[config.mk]
export PLATFORM = sky130hd
export DESIGN_NAME = core_rst_ctrl
export DESIGN_NICKNAME = d
export VERILOG_FILES = /design/src/rtl/rstc_pkg.sv /design/src/rtl/rstc_req_queue.sv /design/src/rtl/rstc_ctrl_next.sv /design/src/rtl/core_rst_ctrl.sv
export SDC_FILE = /design/constraint.sdc
export NUM_CORES = 2
export LEC_CHECK = 0
export ABC_AREA = 1
export ABC_CLOCK_PERIOD_IN_PS = 10700
export BUFFER_PORTS_ARGS = -buffer_cell sky130_fd_sc_hd__buf_2
export CELL_PAD_IN_SITES_DETAIL_PLACEMENT = 0
export CELL_PAD_IN_SITES_GLOBAL_PLACEMENT = 2
export CORE_MARGIN = 2
export CORE_UTILIZATION = 38
export DETAILED_ROUTE_END_ITERATION = 10
export GPL_TIMING_DRIVEN = 1
export HOLD_SLACK_MARGIN = 0.06
export PLACE_DENSITY_LB_ADDON = 0.1
export SLEW_MARGIN = 10
export SYNTH_ARGS = -nofsm -noshare
export SYNTH_HDL_FRONTEND = slang
export SYNTH_SLANG_ARGS = --single-unit
[constraint.sdc]
create_clock -name clk -period 10.7 [get_ports clk]
set_input_delay 2.14 -clock clk [delete_from_list [all_inputs] [get_ports clk]]
set_output_delay 2.14 -clock clk [all_outputs]
set_load 0.03 [all_outputs]
[src/rtl/rstc_pkg.sv]
`timescale 1ns/1ps
package rstc_pkg;
    localparam int DATA_W    = 32;
    localparam int NUM_CORES = 4;
    localparam int REG_COUNT = 15;
    localparam int IDX_W     = $clog2(REG_COUNT);
    localparam int ADDR_W    = 12;
    localparam int OP_W      = 2;

    localparam int CTRL_IDX  = 0;
    localparam int GPR_BASE  = 5;
    localparam int RST_BASE  = 13;
    localparam int EN_BASE   = 22;
    localparam int DISP1_BIT = 3;
    localparam int DISP2_BIT = 12;

    typedef enum logic [OP_W-1:0] {
        OP_NONE  = 2'b00,
        OP_START = 2'b01,
        OP_STOP  = 2'b10,
        OP_RESET = 2'b11
    } core_op_e;

    typedef struct packed {
        core_op_e          op;
        logic [DATA_W-1:0] addr;
        logic [DATA_W-1:0] arg;
    } core_cmd_t;

    function automatic logic [DATA_W-1:0] reg_reset_value(int idx);
        case (idx)
            0:       return 32'h0000_0521;
            3:       return 32'h0000_0001;
            4:       return 32'h0000_001F;
            default: return '0;
        endcase
    endfunction

    function automatic int entry_word(int core);
        return GPR_BASE + 2 * core;
    endfunction

    function automatic int param_word(int core);
        return GPR_BASE + 2 * core + 1;
    endfunction
endpackage

[src/rtl/rstc_req_queue.sv]
`timescale 1ns/1ps
module rstc_req_queue
    import rstc_pkg::*;
#(
    parameter int DEPTH = 4
) (
    input  logic      clk,
    input  logic      rst,
    input  logic      push,
    input  core_cmd_t push_cmd,
    input  logic      pop,
    output logic      valid,
    output core_cmd_t head
);
    localparam int PTR_W = (DEPTH > 1) ? $clog2(DEPTH) : 1;
    localparam int CNT_W = $clog2(DEPTH + 1);

    core_cmd_t        slots [DEPTH];
    logic [PTR_W-1:0] wr_ptr, rd_ptr;
    logic [CNT_W-1:0] count;
    logic             accept, take;

    function automatic logic [PTR_W-1:0] bump(logic [PTR_W-1:0] p);
        return (p == PTR_W'(DEPTH - 1)) ? '0 : p + 1'b1;
    endfunction

    assign valid  = (count != '0);
    assign take   = pop && valid;
    assign accept = push && ((count != CNT_W'(DEPTH)) || take);
    assign head   = valid ? slots[rd_ptr] : '0;

    always_ff @(posedge clk) begin
        if (rst) begin
            wr_ptr <= '0;
            rd_ptr <= '0;
            count  <= '0;
            for (int i = 0; i < DEPTH; i++) slots[i] <= '0;
        end else begin
            if (accept) begin
                slots[wr_ptr] <= push_cmd;
                wr_ptr        <= bump(wr_ptr);
            end
            if (take) rd_ptr <= bump(rd_ptr);
            case ({accept, take})
                2'b10:   count <= count + 1'b1;
                2'b01:   count <= count - 1'b1;
                default: count <= count;
            endcase
        end
    end
endmodule

[src/rtl/rstc_ctrl_next.sv]
`timescale 1ns/1ps
module rstc_ctrl_next
    import rstc_pkg::*;
(
    input  logic [DATA_W-1:0] ctrl_old,
    input  logic [DATA_W-1:0] wdata,
    input  logic              wr_ctrl,
    input  logic [DATA_W-1:0] entry_addr [NUM_CORES],
    input  logic [DATA_W-1:0] entry_arg  [NUM_CORES],
    output logic [DATA_W-1:0] ctrl_new,
    output logic              push       [NUM_CORES],
    output core_cmd_t         push_cmd   [NUM_CORES]
);
    logic [DATA_W-1:0] diff;
    assign diff = ctrl_old ^ wdata;

    always_comb begin
        ctrl_new = wdata;
        if (diff[DISP1_BIT]) ctrl_new[DISP1_BIT] = 1'b0;
        if (diff[DISP2_BIT]) ctrl_new[DISP2_BIT] = 1'b0;
    end

    for (genvar c = 0; c < NUM_CORES; c++) begin : g_core
        logic en_diff, en_val;
        if (c == 0) begin : g_boot
            assign en_diff = 1'b0;
            assign en_val  = 1'b0;
        end else begin : g_sec
            assign en_diff = diff[EN_BASE + c - 1];
            assign en_val  = wdata[EN_BASE + c - 1];
        end

        always_comb begin
            push[c]     = wr_ctrl && (en_diff || diff[RST_BASE + c]);
            push_cmd[c] = '0;
            if (en_diff) begin
                if (en_val) begin
                    push_cmd[c].op   = OP_START;
                    push_cmd[c].addr = entry_addr[c];
                    push_cmd[c].arg  = entry_arg[c];
                end else begin
                    push_cmd[c].op = OP_STOP;
                end
            end else begin
                push_cmd[c].op = OP_RESET;
            end
        end
    end
endmodule

[src/rtl/core_rst_ctrl.sv]
`timescale 1ns/1ps
module core_rst_ctrl
    import rstc_pkg::*;
#(
    parameter int QUEUE_DEPTH = 4
) (
    input  logic                        clk,
    input  logic                        rst,
    input  logic                        acc_en,
    input  logic                        acc_we,
    input  logic [ADDR_W-1:0]           acc_addr,
    input  logic [DATA_W-1:0]           acc_wdata,
    output logic [DATA_W-1:0]           rd_data,
    output logic                        acc_err,
    output logic [NUM_CORES-1:0]        core_req,
    output logic [NUM_CORES*OP_W-1:0]   core_op,
    output logic [NUM_CORES*DATA_W-1:0] core_addr,
    output logic [NUM_CORES*DATA_W-1:0] core_arg,
    input  logic [NUM_CORES-1:0]        core_ack
);
    localparam int WIDX_W = ADDR_W - 2;

    logic [DATA_W-1:0] regs_q [REG_COUNT];
    logic [DATA_W-1:0] regs_d [REG_COUNT];
    logic [DATA_W-1:0] rd_q;
    logic              err_q;

    logic [WIDX_W-1:0] widx;
    logic [IDX_W-1:0]  sidx;
    logic              hit, wr_hit, wr_ctrl;

    assign widx    = acc_addr[ADDR_W-1:2];
    assign sidx    = widx[IDX_W-1:0];
    assign hit     = (widx < WIDX_W'(REG_COUNT)) && (acc_addr[1:0] == 2'b00);
    assign wr_hit  = acc_en && acc_we && hit;
    assign wr_ctrl = wr_hit && (sidx == IDX_W'(CTRL_IDX));

    logic [DATA_W-1:0] entry_addr [NUM_CORES];
    logic [DATA_W-1:0] entry_arg  [NUM_CORES];
    logic [DATA_W-1:0] ctrl_new;
    logic              push       [NUM_CORES];
    core_cmd_t         push_cmd   [NUM_CORES];
    logic [DATA_W-1:0] ack_clear;

    for (genvar c = 0; c < NUM_CORES; c++) begin : g_src
        if (c == 0) begin : g_none
            assign entry_addr[c] = '0;
            assign entry_arg[c]  = '0;
        end else begin : g_gpr
            assign entry_addr[c] = regs_q[entry_word(c)];
            assign entry_arg[c]  = regs_q[param_word(c)];
        end
    end

    rstc_ctrl_next u_next (
        .ctrl_old   (regs_q[CTRL_IDX]),
        .wdata      (acc_wdata),
        .wr_ctrl    (wr_ctrl),
        .entry_addr (entry_addr),
        .entry_arg  (entry_arg),
        .ctrl_new   (ctrl_new),
        .push       (push),
        .push_cmd   (push_cmd)
    );

    for (genvar c = 0; c < NUM_CORES; c++) begin : g_chan
        core_cmd_t head;
        logic      pop;
        assign pop = core_ack[c] && core_req[c];

        rstc_req_queue #(.DEPTH(QUEUE_DEPTH)) u_queue (
            .clk      (clk),
            .rst      (rst),
            .push     (push[c]),
            .push_cmd (push_cmd[c]),
            .pop      (pop),
            .valid    (core_req[c]),
            .head     (head)
        );

        assign core_op  [c*OP_W   +: OP_W]   = head.op;
        assign core_addr[c*DATA_W +: DATA_W] = head.addr;
        assign core_arg [c*DATA_W +: DATA_W] = head.arg;
    end

    always_comb begin
        ack_clear = '0;
        for (int c = 0; c < NUM_CORES; c++)
            ack_clear[RST_BASE + c] = core_ack[c] && core_req[c];
    end

    always_comb begin
        for (int i = 0; i < REG_COUNT; i++) regs_d[i] = regs_q[i];
        if (wr_hit && !wr_ctrl) regs_d[sidx] = acc_wdata;
        regs_d[CTRL_IDX] = (wr_ctrl ? ctrl_new : regs_q[CTRL_IDX]) & ~ack_clear;
    end

    always_ff @(posedge clk) begin
        if (rst) begin
            for (int i = 0; i < REG_COUNT; i++) regs_q[i] <= reg_reset_value(i);
            rd_q  <= '0;
            err_q <= 1'b0;
        end else begin
            for (int i = 0; i < REG_COUNT; i++) regs_q[i] <= regs_d[i];
            err_q <= acc_en && !hit;
            if (acc_en && !acc_we) rd_q <= hit ? regs_q[sidx] : '0;
        end
    end

    assign rd_data = rd_q;
    assign acc_err = err_q;
endmodule

; Word-level counts from Yosys, hierarchy flattened
; Memories as Yosys holds them, arrays and structs flattened. A register that Yosys moved wholly into a read port is not among the register bits.
; Cells that the tools add are included.
[totals]
memories = 5
in_bits = 52
reg_bits = 61
ram_bits = 1280
[memory_table]
columns = memory, words, word_bits, rd, rd_ports_with_merged_regs, wr, line
row1 = regs_q, 15, 32, 16, 0, 15, core_rst_ctrl.sv:23  ; logic [DATA_W-1:0] regs_q [REG_COUNT];
row2 = g_chan[1].u_queue.slots, 4, 66, 1, 1, 4, rstc_req_queue.sv:18  ; core_cmd_t slots [DEPTH];
row3 = g_chan[2].u_queue.slots, 4, 66, 1, 1, 4, rstc_req_queue.sv:18
row4 = g_chan[3].u_queue.slots, 4, 66, 1, 1, 4, rstc_req_queue.sv:18
row5 = g_chan[0].u_queue.slots, 4, 2, 1, 1, 4, rstc_req_queue.sv:18
[op_classes]
muxes = 90
n_eq_ne = 20
add_sub_neg = 16
magnitude_cmp = 3
bitwise_logic = 19
n_reduce_logical = 48
[ops]
columns = operator, count
row1 = $mux W32, 22
row2 = $bwmux W480, 1
row3 = $mux W66, 7
row4 = $mux W448, 1
row5 = $mux W64, 6
row6 = $reduce_or A66 Y1, 3
row7 = $demux W32 S4, 1
row8 = $mux W2, 27
row9 = $and A32 B32 Y32, 1
row10 = $not A17 Y32, 1
row11 = $xor A25 B25 Y25, 1
row12 = $eq A2 B2 Y1 const B, 12
row13 = $logic_and A1 B1 Y1, 24
row14 = $pmux W3 S2, 4
row15 = $mux W1, 21
row16 = $add A2 B1 Y2 const B, 8
row17 = $or A1 B1 Y1, 15
row18 = $add A3 B1 Y3 const B, 4
row19 = $ne A3 B3 Y1 const B, 4
row20 = $reduce_bool A3 Y1, 4
row21 = $sub A3 B1 Y3 const B, 4
row22 = $lt A10 B4 Y1 const B, 1
row23 = $eq A2 B1 Y1 const B, 4
row24 = $reduce_bool A2 Y1, 4
row25 = other kinds (8), 16

; Longest topological paths before layout
[logic_depth]
word_depth = 11
mapped_depth = 15
mapped_depth_nobuf = 13

; Hierarchy
; A second synthesis with hierarchy kept.
[hier_totals]
cells_unflattened = 9814
hier_area_um2 = 76872.5
[by_module_without_submodules]
columns = module, cells_per_inst, seq_area_each_um2, area_each_um2, n_inst
row1 = rstc_req_queue, 1205, 8107.8, 12060.3, 4
row2 = core_rst_ctrl, 4425, 10269.8, 25922.4, 1
row3 = rstc_ctrl_next, 569, 0.0, 2708.8, 1

; Worst setup path before layout
; OpenSTA, ideal clock, no wires.
[synth_timing]
path_kind = input-to-reg
startpoint = in acc_wdata[22]
endpoint = mem g_chan[1].u_queue.slots[3][0] (netlist bit) (enable)
t_required_ns = 10.112
t_arrival_ns = 8.103
path_slack_ns = 2.009
setup_time_ns = 0.588
path_stages = 8
path_cell_list = inv_1 -> clkbuf_1 -> ha_1 -> nand2_1 -> inv_1 -> nor2_2 -> nand2_2 -> o31ai_1
[synth_lines]
columns = element, line
row1 = from (decl), core_rst_ctrl.sv:12  ; input logic [DATA_W-1:0] acc_wdata,
row2 = to (decl), rstc_req_queue.sv:18

==> reports/metrics.yaml <==
logic_synthesis:
  synth_flop_cell: "edfxtp_1"
  ys_types: 35
  yosysWarnings: 0
  async_flop_share: 0
  yosys.area.top_type_share: 0.4188
  synth-edff-count: 796
  synth-seq-area-share: 0.6114
  synthCells: 6241
  post-synth-top-area-cell: "edfxtp_1"
  synth_area_um2: 57080
  ys_ff_latch: 1345
  synthTopCellsByArea: "edfxtp_1 (42%), dfxtp_1 (19%), nor2_1 (12%), o21ai_0 (8.8%), a21oi_1 (6.3%)"
  syn_avg_cell_area_um2: 9.145
route:
  routedWlPerCell_um: 24.07
  first_iter_violations: 4175
  routed_wl_mm: 202.4
  first_pass_iters: 6
  drc_errors: 0
  viasPerCell: 5.310
  vias: 44640
  ant_nets: 0
power:
  p_per_area_nw_per_um2: 192.5
  switching_power_w: 0.003419
  p_total_w: 0.01241
  intPower_w: 0.008995
  power_leakage_nw: 23.10
  ir_drop_v: 0.0001455
  pwr-share-seq: 0.453
  clockPowerShare: 0.423
  p_sw_frac: 0.2754
  power_frac_comb: 0.124
global_route:
  grt.total_usage: 0.2590
  grt_pass1_vias: 41810
  globalRouteOverflowTotal: 0
  antenna_found_initial: 27
  grt_start_max_net_pins: 130
  grt_first_pass_wirelength_mm: 292.8
cts:
  cts_tree: "built"
  clkTransAtPathRegs_ns: 0.06
  cts_max_level: 4
  cts_root_buffer: "clkbuf_16"
  cts_resized: 0
  clock_latency_ns: 0.79
  cts_sinks: 1345
  cts_made_buffers: 152
  clockBufferDepth: 3
  cts_setup_buffers: 0
  ctsHoldBuffers: 0
timing:
  finalHoldWorstSlack_ns: 0.4430
  setup_slack_ns: 4.399
  setup_tns_ns: 0
  drv_slew: 0
  finClkSkew_ns: 0.02857
  rsz0062_at_grt: "no"
  slew-limit-headroom: 0.1549
  period_needed_ns: 6.301
  max_freq_ghz: 0.1587
  setup_violations: 0
  hold_viol: 0
  period_share: 0.5889
  tightestPinTransition_ns: 1.254
setup_path:
  crit_path_top_delay_cell: "nand2_2"
  startpoint_type: "primary input"
  critical_path_required_ns: 11.11
  crit_chain: "buf_2 > nor2_4 > buf_4 > clkinv_2 > nor2_2 > nand4_2 > buf_4 > inv_2 > nand4_4 > inv_2 > nand2_1 > inv_2 > nand2_2 > buf_4 > nand2_2 > buf_4"
  max_stage_delay_ns: 0.70
  end_kind: "flip-flop"
  crit_fanout: 67
  cp.arrival_ns: 6.71
  worstSetupPathType: "in -> reg"
  crit_path_frequent_cell: "buf_4"
floorplan:
  core_area_um2: 149400
  start_util: 0.3820
  rows: 142
  die_width_um: 391.6
  num_io_pins: 353
  die_area_um2: 153300
  dieHeight_um: 391.6
placed_design:
  place_hpwl_mm: 123.0
  port_buffers: 288
  dp.cells: 8123
  pre_cts_ws_ns: 3.652
  gp_congestion: 0.8357
final_layout:
  final_nets: 6334
  stdcell_count: 8407
  area.growth.synth_to_final_pct: 13.00
  drive_above_1_share: 0.1059
job:
  drv_cap: 0
worst_hold_path:
  hp-class: "reg -> reg"
status:
  status: "completed"
## cell type report
type	count	area [um^2]
clock inverters	52	538.0
multi-input cells	4222	19330
inverters	165	635.6
diodes	10	25.02
flip-flops and latches	1345	34910
clock buffers	222	4425
fillers	14710	84930
repair buffers	375	2107
well taps	2016	2522
## placed cells by master (no fill, tap or decap), types with 4 or more instances in the layout
cell       synthesis  layout
nand3_1           38      35
o22ai_1          181     181
nand2_4            1       7
conb_1             1      64
clkinv_8           0       4
nor2_4             5      19
dfxtp_1          549     543
clkbuf_8           0      21
clkbuf_1         380      42
a21oi_1          724     724
nand3_2            5       8
inv_2              9      11
edfxtp_1         796     796
clkinv_1           4      16
o21ai_0         1004    1004
clkinv_2           0      27
nand2_2            7      12
bufinv_16          0       9
nor2_1          1780    1775
nand4_1           15      15
o21a_1             7       7
o21bai_1          12      12
o211ai_1           4       4
buf_4             71      86
nand2_1          312     301
inv_1            152     142
o211a_1            4       4
fa_1               4       4
o31ai_1           18      15
clkbuf_16          0     159
buf_2             47     288
diode_2            0      10
ha_1              17      17
## critical path, delay by kind of cell
kind	cells	cell delay (ns)
buf+inv	9	2.96
simple gates	7	1.50
## Yosys cell counts, drive strengths merged, types with 4 or more instances
library cell	number
ha	17
o211ai	4
o211a	4
o21ai	1004
inv	161
nor2	1798
clkbuf	380
nand3	43
dfxtp	549
nand2	320
o31ai	18
fa	4
a21oi	724
nand4	18
o22ai	181
edfxtp	796
buf	192
o21a	7
o21bai	12
clkinv	4
## through the flow
stage | area (um^2) | util
6_report | 64490 | 0.4316
5_1_grt | 64480 | 0.4316
2_1_floorplan | 57310 | -
3_5_place_dp | 59500 | 0.3982
4_1_cts | 64470 | 0.4315
3_3_place_gp | 59500 | 0.3982
## sequential cells by signal, indices dropped and copies added (netlist names), named ones only
name / count
rd_data: 32
g_chan.u_queue.count: 12
g_chan.u_queue.wr_ptr: 8
g_chan.u_queue.slots: 796
regs_q: 480
acc_err: 1
g_chan.u_queue.rd_ptr: 8
## cell families (layout without fill, tap and decap cells)
kind of cell,Yosys count,in the layout,share of synthesized area
adders and majority gates,21,21,0.005130
other,1,74,0.00006570
xor gates and xnor gates,1,1,0.0001535
AOI/OAI and AO/OA,1955,1955,0.1776
DFF,1345,1345,0.6114
buffers and inverters,737,814,0.05785
and+or+nand+nor,2181,2181,0.1479
## power groups by stage
stage	Sequential (W)	Combinational, W	Clock, W
4_1_cts	0.00563	0.00156	0.00534
2_1_floorplan	0.00572	0.00102	0
6_report	0.00562	0.00154	0.00525
3_3_place_gp	0.00573	0.00156	0
5_1_grt	0.00563	0.00166	0.00553
3_5_place_dp	0.00574	0.00156	0
## path summary, 6_finish.rpt
check,start,to,slack (ns),depth (start not counted)
worst max-delay path,acc_addr[2],g_chan[2].u_queue.slots[2][25],4.40,16
worst min-delay path,regs_q[0][3],regs_q[0][3],0.44,2
worst max register to register,regs_q[0][22],g_chan[1].u_queue.slots[2][10],7.16,9
worst min register to register,regs_q[0][3],regs_q[0][3],0.44,2
## layer usage
layer | global-route usage | part of all wire | vias to the layer above
li1 | - | - | 21320
met1 | 0.3664 | 0.45 | 21740
met2 | 0.4106 | 0.47 | 1324
met3 | 0.03924 | 0.058 | 251
met4 | 0.07511 | 0.025 | 4
met5 | 0 | 0.00013 | -
Power figures use the tool's default switching activity.
